$ cat src/rtl/swq_pkg.sv
// Package: shared phase type and oscillator-selection helper for the
// stop-mode wake-up sequencer. Assumes two clocking modes and two targets.
package swq_pkg;

    typedef enum logic [1:0] {
        PH_RUN   = 2'd0,
        PH_STOP  = 2'd1,
        PH_WARM  = 2'd2,
        PH_CWAIT = 2'd3
    } swq_phase_t;

    // Returns {hf, lf} enables for a clocking mode and a target.
    function automatic logic [1:0] osc_pick(input logic dual, input logic slow);
        logic [1:0] r;
        if (!dual)     r = 2'b10;
        else if (slow) r = 2'b01;
        else           r = 2'b11;
        return r;
    endfunction

endpackage

$ cat src/rtl/wake_edge_sync.sv
// Module: wake_edge_sync
// Brings an asynchronous pin into the clock domain through a flop chain and
// flags a rising edge for one cycle. Assumes STAGES >= 2 for metastability.
module wake_edge_sync #(
    parameter int STAGES = 2
) (
    input  logic clk,
    input  logic rst_n,
    input  logic pin_async,
    output logic rise_o
);
    logic [STAGES-1:0] chain;
    logic              prev;

    generate
        for (genvar i = 0; i < STAGES; i++) begin : g_stage
            // Each stage samples the one before it (stage 0 samples the pin).
            always_ff @(posedge clk) begin
                if (!rst_n)      chain[i] <= 1'b0;
                else if (i == 0) chain[i] <= pin_async;
                else             chain[i] <= chain[(i > 0) ? i-1 : 0];
            end
        end
    endgenerate

    // Holds the last synchronized value so an edge can be detected.
    always_ff @(posedge clk) begin
        if (!rst_n) prev <= 1'b0;
        else        prev <= chain[STAGES-1];
    end

    assign rise_o = chain[STAGES-1] & ~prev;
endmodule

$ cat src/rtl/phase_timer.sv
// Module: phase_timer
// Down-counter that times a phase. A load of N-1 gives N cycles until done.
// A load takes priority over counting; the count holds at zero.
module phase_timer #(
    parameter int W = 10
) (
    input  logic         clk,
    input  logic         rst_n,
    input  logic         load,
    input  logic [W-1:0] load_val,
    input  logic         run,
    output logic         done
);
    logic [W-1:0] cnt;

    // Loads a new length, or counts down toward zero while running.
    always_ff @(posedge clk) begin
        if (!rst_n)                   cnt <= '0;
        else if (load)                cnt <= load_val;
        else if (run && cnt != '0)    cnt <= cnt - 1'b1;
    end

    assign done = (cnt == '0);
endmodule

$ cat src/rtl/osc_gate.sv
// Module: osc_gate
// Drives the oscillator enables from the phase. Everything is off in STOP.
// The wake phases use the captured mode; RUN uses the live mode inputs.
module osc_gate
    import swq_pkg::*;
(
    input  swq_phase_t phase,
    input  logic       dual_live,
    input  logic       slow_live,
    input  logic       dual_cap,
    input  logic       slow_cap,
    output logic       hf_en,
    output logic       lf_en
);
    // Chooses the enable pair for the current phase.
    always_comb begin
        unique case (phase)
            PH_RUN:  {hf_en, lf_en} = osc_pick(dual_live, slow_live);
            PH_STOP: {hf_en, lf_en} = 2'b00;
            default: {hf_en, lf_en} = osc_pick(dual_cap, slow_cap);
        endcase
    end
endmodule

$ cat src/rtl/stop_wake_seq.sv
// Module: stop_wake_seq (top)
// Sequences STOP entry and release: oscillator gating, warm-up, the optional
// CPU-only wait, the timing-generator clear and the resume pulse.
// Assumes stop_req is synchronous to clk and wake_pin is asynchronous.
module stop_wake_seq
    import swq_pkg::*;
#(
    parameter int WARM0  = 64,
    parameter int WARM1  = 128,
    parameter int WARM2  = 256,
    parameter int WARM3  = 512,
    parameter int CWAIT  = 32,
    parameter int SYNC_N = 2
) (
    input  logic       clk,
    input  logic       rst_n,
    input  logic       stop_req,
    input  logic       wake_pin,
    input  logic       dual_clk,
    input  logic       target_slow,
    input  logic [1:0] warm_sel,
    input  logic       flash_pd,
    output logic       hf_osc_en,
    output logic       lf_osc_en,
    output logic       cpu_halt,
    output logic       periph_halt,
    output logic       tg_clear,
    output logic       resumed,
    output logic [1:0] phase_o
);
    localparam int MAX_A = (WARM0 > WARM1) ? WARM0 : WARM1;
    localparam int MAX_B = (WARM2 > WARM3) ? WARM2 : WARM3;
    localparam int MAX_W = (MAX_A > MAX_B) ? MAX_A : MAX_B;
    localparam int MAX_L = (MAX_W > CWAIT) ? MAX_W : CWAIT;
    localparam int TW    = $clog2(MAX_L + 1);

    swq_phase_t    phase, phase_nx;
    logic [1:0]    sel_q;
    logic          flash_q, dual_q, slow_q;
    logic          wake_rise, tmr_done, tmr_load, tmr_run;
    logic [TW-1:0] tmr_val, warm_len;

    wake_edge_sync #(.STAGES(SYNC_N)) u_sync (
        .clk(clk), .rst_n(rst_n), .pin_async(wake_pin), .rise_o(wake_rise)
    );

    // Maps the captured select to its warm-up length minus one.
    always_comb begin
        unique case (sel_q)
            2'd0:    warm_len = TW'(WARM0 - 1);
            2'd1:    warm_len = TW'(WARM1 - 1);
            2'd2:    warm_len = TW'(WARM2 - 1);
            default: warm_len = TW'(WARM3 - 1);
        endcase
    end

    // Next-phase decision.
    always_comb begin
        phase_nx = phase;
        unique case (phase)
            PH_RUN:   if (stop_req)  phase_nx = PH_STOP;
            PH_STOP:  if (wake_rise) phase_nx = PH_WARM;
            PH_WARM:  if (tmr_done)  phase_nx = flash_q ? PH_CWAIT : PH_RUN;
            PH_CWAIT: if (tmr_done)  phase_nx = PH_RUN;
            default:                 phase_nx = PH_RUN;
        endcase
    end

    // Timer control: load at the start of each timed phase, count inside it.
    always_comb begin
        tmr_load = 1'b0;
        tmr_val  = warm_len;
        if (phase == PH_STOP && wake_rise) begin
            tmr_load = 1'b1;
        end else if (phase == PH_WARM && tmr_done && flash_q) begin
            tmr_load = 1'b1;
            tmr_val  = TW'(CWAIT - 1);
        end
        tmr_run = (phase == PH_WARM) || (phase == PH_CWAIT);
    end

    phase_timer #(.W(TW)) u_tmr (
        .clk(clk), .rst_n(rst_n), .load(tmr_load), .load_val(tmr_val),
        .run(tmr_run), .done(tmr_done)
    );

    // Phase register.
    always_ff @(posedge clk) begin
        if (!rst_n) phase <= PH_RUN;
        else        phase <= phase_nx;
    end

    // Captures the configuration at STOP entry.
    always_ff @(posedge clk) begin
        if (!rst_n) begin
            sel_q   <= 2'd0;
            flash_q <= 1'b0;
            dual_q  <= 1'b0;
            slow_q  <= 1'b0;
        end else if (phase == PH_RUN && stop_req) begin
            sel_q   <= warm_sel;
            flash_q <= flash_pd;
            dual_q  <= dual_clk;
            slow_q  <= target_slow;
        end
    end

    // Registers the clear pulse (first warm-up cycle) and the resume pulse.
    always_ff @(posedge clk) begin
        if (!rst_n) begin
            tg_clear <= 1'b0;
            resumed  <= 1'b0;
        end else begin
            tg_clear <= (phase == PH_STOP) && wake_rise;
            resumed  <= (phase != PH_RUN) && (phase_nx == PH_RUN);
        end
    end

    osc_gate u_osc (
        .phase(phase), .dual_live(dual_clk), .slow_live(target_slow),
        .dual_cap(dual_q), .slow_cap(slow_q),
        .hf_en(hf_osc_en), .lf_en(lf_osc_en)
    );

    assign cpu_halt    = (phase != PH_RUN);
    assign periph_halt = (phase == PH_STOP) || (phase == PH_WARM);
    assign phase_o     = phase;
endmodule

$ cat config.mk
export PLATFORM = sky130hd
export DESIGN_NAME = stop_wake_seq
export DESIGN_NICKNAME = d
export VERILOG_FILES = /design/src/rtl/swq_pkg.sv /design/src/rtl/wake_edge_sync.sv /design/src/rtl/phase_timer.sv /design/src/rtl/osc_gate.sv /design/src/rtl/stop_wake_seq.sv
export SDC_FILE = /design/constraint.sdc
export NUM_CORES = 1
export LEC_CHECK = 0
export ABC_AREA = 1
export BUFFER_PORTS_ARGS = -buffer_cell sky130_fd_sc_hd__buf_2
export CAP_MARGIN = 25
export CORE_MARGIN = 3
export CORE_UTILIZATION = 42
export CTS_CLUSTER_DIAMETER = 50
export DETAILED_ROUTE_END_ITERATION = 7
export HOLD_SLACK_MARGIN = 0.12
export SLEW_MARGIN = 0
export SYNTH_ARGS = -nofsm -noshare
export SYNTH_HDL_FRONTEND = slang
export SYNTH_HIERARCHICAL = 1
export SYNTH_SLANG_ARGS = --single-unit
$ cat constraint.sdc
create_clock -name clk -period 5.6 [get_ports clk]
set_clock_uncertainty 0.05 [all_clocks]
set_input_delay 0.28 -clock clk [delete_from_list [all_inputs] [get_ports clk]]
set_output_delay 0.28 -clock clk [all_outputs]
set_load 0.01 [all_outputs]
# [Word level (Yosys, flattened, before mapping)]
# Cells that the tools add are included.
[totals] ff_bits=22 input_bits=9 out_inout_bits=8 elab_cells=53
[classes] reduce_logical=15 bitwise_logic=2 mux=19 addsub=1 n_eq_ne=5
[ops] cell="10-bit two-way mux" count=4
[ops] cell="9-bit case mux with 3 select lines" count=1
[ops] cell="2-bit two-way mux" count=9
[ops] cell="10-bit zero test" count=1
[ops] cell="10-bit nonzero test" count=1
[ops] cell="10-bit by 1-bit subtractor with 10-bit output (second input constant)" count=1
[ops] cell="2-bit case mux with 4 select lines" count=1
[ops] cell="2-bit == test (second input constant)" count=3
[ops] cell="1-bit logical AND" count=6
[ops] cell="2-bit zero test" count=3
[ops] cell="2-bit by 1-bit == test with 1-bit output (second input constant)" count=2
[ops] cell="1-bit case mux with 2 select lines" count=2
[ops] cell="2-bit nonzero test" count=2
[ops] cell="1-bit logical OR" count=2
[ops] cell="1-bit two-way mux" count=2
[ops] cell="1-bit AND" count=1
[ops] cell="1-bit inverter" count=1

# [Depth between registers and ports, before layout]
[logic_depth] depth_word=6 ltp_mapped=14 depth_no_buf=13

# [Hierarchy]
# Netlist, hierarchy kept.
[by_module_without_submodules] mod="phase_timer" area_each_um2=758.2 cells_per_inst=116 n_inst=1 seq_area_each_um2=200.2
[by_module_without_submodules] mod="stop_wake_seq" area_each_um2=490.5 cells_per_inst=68 n_inst=1 seq_area_each_um2=180.2
[by_module_without_submodules] mod="wake_edge_sync" area_each_um2=92.6 cells_per_inst=11 n_inst=1 seq_area_each_um2=60.1
[by_module_without_submodules] mod="osc_gate" area_each_um2=36.3 cells_per_inst=9 n_inst=1 seq_area_each_um2=0.0

# [Least setup slack after synthesis]
# Ideal clock, no wire load.
[synth_timing] path_type="reg-to-reg" start="register u_tmr.cnt[0]" end="register u_tmr.cnt[2]" setup_time_ns=0.120 arrival_ns=1.757 stages_incl_launch_ff=13 slack_ns=3.673 n_path_buf=1 period_less_slack_ns=1.927 required_ns=5.430 path_cell_list="dfxtp_1 inv_1 ha_1 nand2_4 nor2_4 nand3_4 inv_1 nand3_2 nand2_1 clkbuf_1 o21ai_0 nand2_1 a21oi_1"
[synth_between] elab_chain_len=6 elab_cells_between_ends=13 cone_classes="add/sub (1); mux (6); reduce/logical (6)"
[synth_lines] item="start, declared" line_no="phase_timer.sv:14" text="logic [W-1:0] cnt;"
[synth_lines] item="start signal, assigned" line_no="phase_timer.sv:19" text="else if (load) cnt <= load_val;"
[synth_lines] item="start signal, assigned" line_no="phase_timer.sv:20" text="else if (run && cnt != '0) cnt <= cnt - 1'b1;"
[synth_lines] item="10-bit zero test *" line_no="phase_timer.sv:23" text="assign done = (cnt == '0);"
[synth_lines] item="net tmr_done" line_no="stop_wake_seq.sv:40" text="logic wake_rise, tmr_done, tmr_load, tmr_run;"
[synth_lines] item="1-bit logical AND * (2 in series)" line_no="stop_wake_seq.sv:75" text="end else if (phase == PH_WARM && tmr_done && flash_q) begin"
[synth_lines] item="1-bit two-way mux *" line_no="stop_wake_seq.sv:75"
[synth_lines] item="1-bit two-way mux *" line_no="stop_wake_seq.sv:73" text="if (phase == PH_STOP && wake_rise) begin"
[synth_lines] item="net tmr_load" line_no="stop_wake_seq.sv:40"
[synth_lines] item="10-bit two-way mux or 2-bit nonzero test (tied branches)"
# Mark *: on every way through the listed nets, which the timed path passes. The rest lies on a longest branch. The select of a mux whose other input is x is not followed.
# A chain may end at the register's enable or synchronous reset.

# [Worst setup path in the final report]
[layout_timing] start="register u_tmr.cnt[0]" end="register u_tmr.cnt[3]"
# The elaborated chain is that of the path after synthesis.

==> Flow_metrics.wiki <==
{| class="wikitable"
! Metric !! Value
|-
| Fin nets || roughly 240
|-
| Total of flip-flops plus latches after synthesis || 22
|-
| Placed Cells || 266
|-
| Data arrival time of the worst path || about 2.6 ns
|-
| RSZ-0062 raised after global routing || no
|-
| I/O pin cnt || 17
|-
| Hold buffer count at cts || 1
|-
| Maximum net fanout on the critical path || 15
|-
| Standard-cell rows || 20
|-
| Required time at the worst-slack endpoint || approximately 5.8 ns
|-
| Area of the core region || 3100 um2
|-
| Final setup viols || 0
|-
| Number of antenna repair diodes || 0
|-
| Post-layout instance count excluding filler cells || 271
|-
| Max Clk Rate || roughly 0.42 GHz
|-
| Number of synthesis warnings || 6
|-
| DRT antenna net count || 0
|-
| Remaining global-route overflow || 0
|-
| Remaining routing DRC violations || 0
|-
| Final period demand of the worst path || 2.39 ns
|-
| Clock tree from TritonCTS || built
|-
| Synth top area share || 0.320
|-
| Critical Path Sink Type || register
|-
| Count of cell types in the netlist || 30
|-
| Area delta synth->final || 13.6%
|-
| Number of sinks on the clock net || 22
|-
| Sequential-to-total area share from yosys stat || 0.320
|-
| Portion of the clock cycle consumed by the worst path in the final layout || 0.426
|-
| Total number of vias || 1261
|-
| Die X-Extent || 63.3 um
|-
| Filler Cell Count || 338
|-
| VDD IR max || 0.0979 mV
|-
| Multi-input gate area in the final layout || 827 um2
|-
| Final total power || 0.000344 W
|-
| Weighted congestion reported at the end of routability-driven placement || ~0.87
|-
| Effective utilization at floorplan || 0.444
|-
| Seq. cell area || 440 um2
|-
| Share of flip-flops with an asynchronous set or reset after synthesis || 0
|-
| Number of synthesized flops with an enable pin || 0
|-
| Power density relative to cell area || 220 nW/um2
|-
| Max-Cap Viols || 0
|-
| Cell chosen for the clock root || sky130_fd_sc_hd__clkbuf_4
|-
| Largest net degree at the start of global routing || 16
|-
| Total of buffers placed on input and output ports || 16
|-
| Cells after synthesis || between 200 and 250
|-
| Via density per instance || 4.65
|-
| Count of routing violations after the opening detailed-route iteration || 61
|-
| Pins over their slew limit || 0
|-
| Most instantiated flip-flop cell in the synthesis netlist || sky130_fd_sc_hd__dfxtp_1
|-
| Die Area || 4000 um2
|-
| Total leakage power || between 0.7 and 0.8 nW
|-
| Syn Std Cell Area || ~1400 um2
|-
| Total GRT Usage || 0.149
|-
| CTS Buf Count || 3
|-
| Antenna violations before repair || 0
|-
| Routed wire per std cell || 10.5 um
|-
| Synth cell count leaders || sky130_fd_sc_hd__nand2_1 (52), sky130_fd_sc_hd__inv_1 (24), sky130_fd_sc_hd__dfxtp_1 (22)
|-
| Number of hold violations in the final report || 0
|-
| Kind of start point of the critical path || register
|-
| Top-count cell post-synth || sky130_fd_sc_hd__nand2_1
|-
| Final Routed Wirelength || 2.85 mm
|-
| Class of the worst hold path || input pin to register
|-
| Clock Tree Buf Depth || 2
|-
| First-pass GRT wire length || 4.84 mm
|-
| Fraction of final layout cells sized beyond drive strength 1 || 0.203
|-
| Count of TritonRoute iterations in the first routing pass || 4
|-
| Deepest level of the CTS H-tree || 1
|-
| Critical path class || register to register
|-
| Post-detailed-placement half-perimeter wirelength || 2.19 mm
|-
| Die boundary height || between 60 and 70 um
|-
| Post-synthesis cell type with the largest combined area || sky130_fd_sc_hd__dfxtp_1
|-
| Minimum hold slack || 0.167 ns
|-
| Aggregate negative setup slack || 0 ns
|-
| Number of gates given a new drive strength after cts || 0
|-
| Cells taking the most area after synthesis || sky130_fd_sc_hd__dfxtp_1 (32%), sky130_fd_sc_hd__nand2_1 (14%), sky130_fd_sc_hd__nand3_1 (6.5%), sky130_fd_sc_hd__inv_1 (6.5%), sky130_fd_sc_hd__ha_1 (5.4%)
|-
| Outcome || complete, no violations
|-
| Clock insertion delay at the later pin of the skew report || roughly 0.3 ns
|-
| Postcts setup bufs || 0
|-
| Vias in the first global route || 1147
|-
| Clock transition at the register clock pins on the worst setup and hold paths after CTS || 0.12 ns
|-
| Synth Area per Inst || roughly 6.8 um2
|}
==> registers in the layout, summed over array words and instances (netlist names), 2 cells and up <==
register,cells
sel_q,2
phase_o,2
u_tmr/cnt,10
u_sync/chain,2
==> worst paths after layout <==
path | slack, ns | depth (start not counted) | to | startpoint
worst min register to register | 0.37 | 2 | u_sync/chain[1] | u_sync/chain[0]
worst max-delay path | 3.21 | 12 | u_tmr/cnt[3] | u_tmr/cnt[0]
worst min-delay path | 0.17 | 3 | flash_q | flash_pd
worst max register to register | 3.21 | 12 | u_tmr/cnt[3] | u_tmr/cnt[0]
==> layout make-up <==
class,count,share of cell area
Clock buffer,4,0.0232
Inverter,31,0.0743
Sequential cell,22,0.281
Timing Repair Buffer,17,0.0576
Multi-Input combinational cell,153,0.528
Tap cell,44,0.0352
==> layer usage <==
layer / global-route usage / part of all wire / vias to the layer above
li1: - / - / 677
met1: 0.189 / 0.50 / 563
met2: 0.244 / 0.46 / 17
met3: 0.0267 / 0.027 / 4
met4: 0.0701 / 0.012 / 0
met5: 0 / 0 / -
==> cells in the final DEF, fill, tap and decap left out, drive strengths merged, types with 2 or more instances in the layout <==
cell     n
conb     6
nand3   20
clkbuf   4
nand4    2
buf     16
nor2    28
o21ai   14
nor3     2
dfxtp   22
nand2   56
a21oi   13
inv     31
ha       6
==> where the power goes <==
| part | switching, W | total (W) | internal [W] |
|---|---|---|---|
| logic | 0.0000522 | 0.0000848 | 0.0000325 |
| clock network | 0.0000488 | 0.0000885 | 0.0000397 |
| registers | 0.00000618 | 0.000171 | 0.000165 |
| total | 0.000107 | 0.000344 | 0.000237 |
==> metrics by stage <==
step | instance area [um2] | setup WS (ns) | util
2_1_floorplan | 1390 | 3.67 | -
3_3_place_gp | 1520 | 3.38 | 0.490
3_5_place_dp | 1520 | 3.24 | 0.490
4_1_cts | 1570 | 3.21 | 0.504
5_1_grt | 1570 | 2.96 | 0.504
6_report | 1570 | 3.21 | 0.504
==> kinds of logic (layout without fill, tap and decap cells) <==
kind of cell	after synthesis	after routing	share of synthesized area
buffers and inverters	33	52	0.0908
xor gates and xnor gates	2	2	0.0127
AOI/OAI and AO/OA	29	29	0.114
adders and majority gates	6	6	0.0545
DFF	22	22	0.320
other	2	6	0.00545
and+or+nand+nor	110	110	0.402
==> worst max-delay path, cell delays in order (launching register included) <==
cell,delay (ns)
sky130_fd_sc_hd__dfxtp_1,0.34
sky130_fd_sc_hd__inv_1,0.09
sky130_fd_sc_hd__ha_1,0.23
sky130_fd_sc_hd__nand2_4,0.08
sky130_fd_sc_hd__nor2_4,0.13
sky130_fd_sc_hd__nand3_4,0.12
sky130_fd_sc_hd__inv_1,0.11
sky130_fd_sc_hd__nand3_2,0.11
sky130_fd_sc_hd__nand2_1,0.37
sky130_fd_sc_hd__inv_2,0.25
sky130_fd_sc_hd__nand3_1,0.14
sky130_fd_sc_hd__o21ai_0,0.09
sky130_fd_sc_hd__o21a_1,0.17
Note: power is estimated with default switching activity, not from simulation.
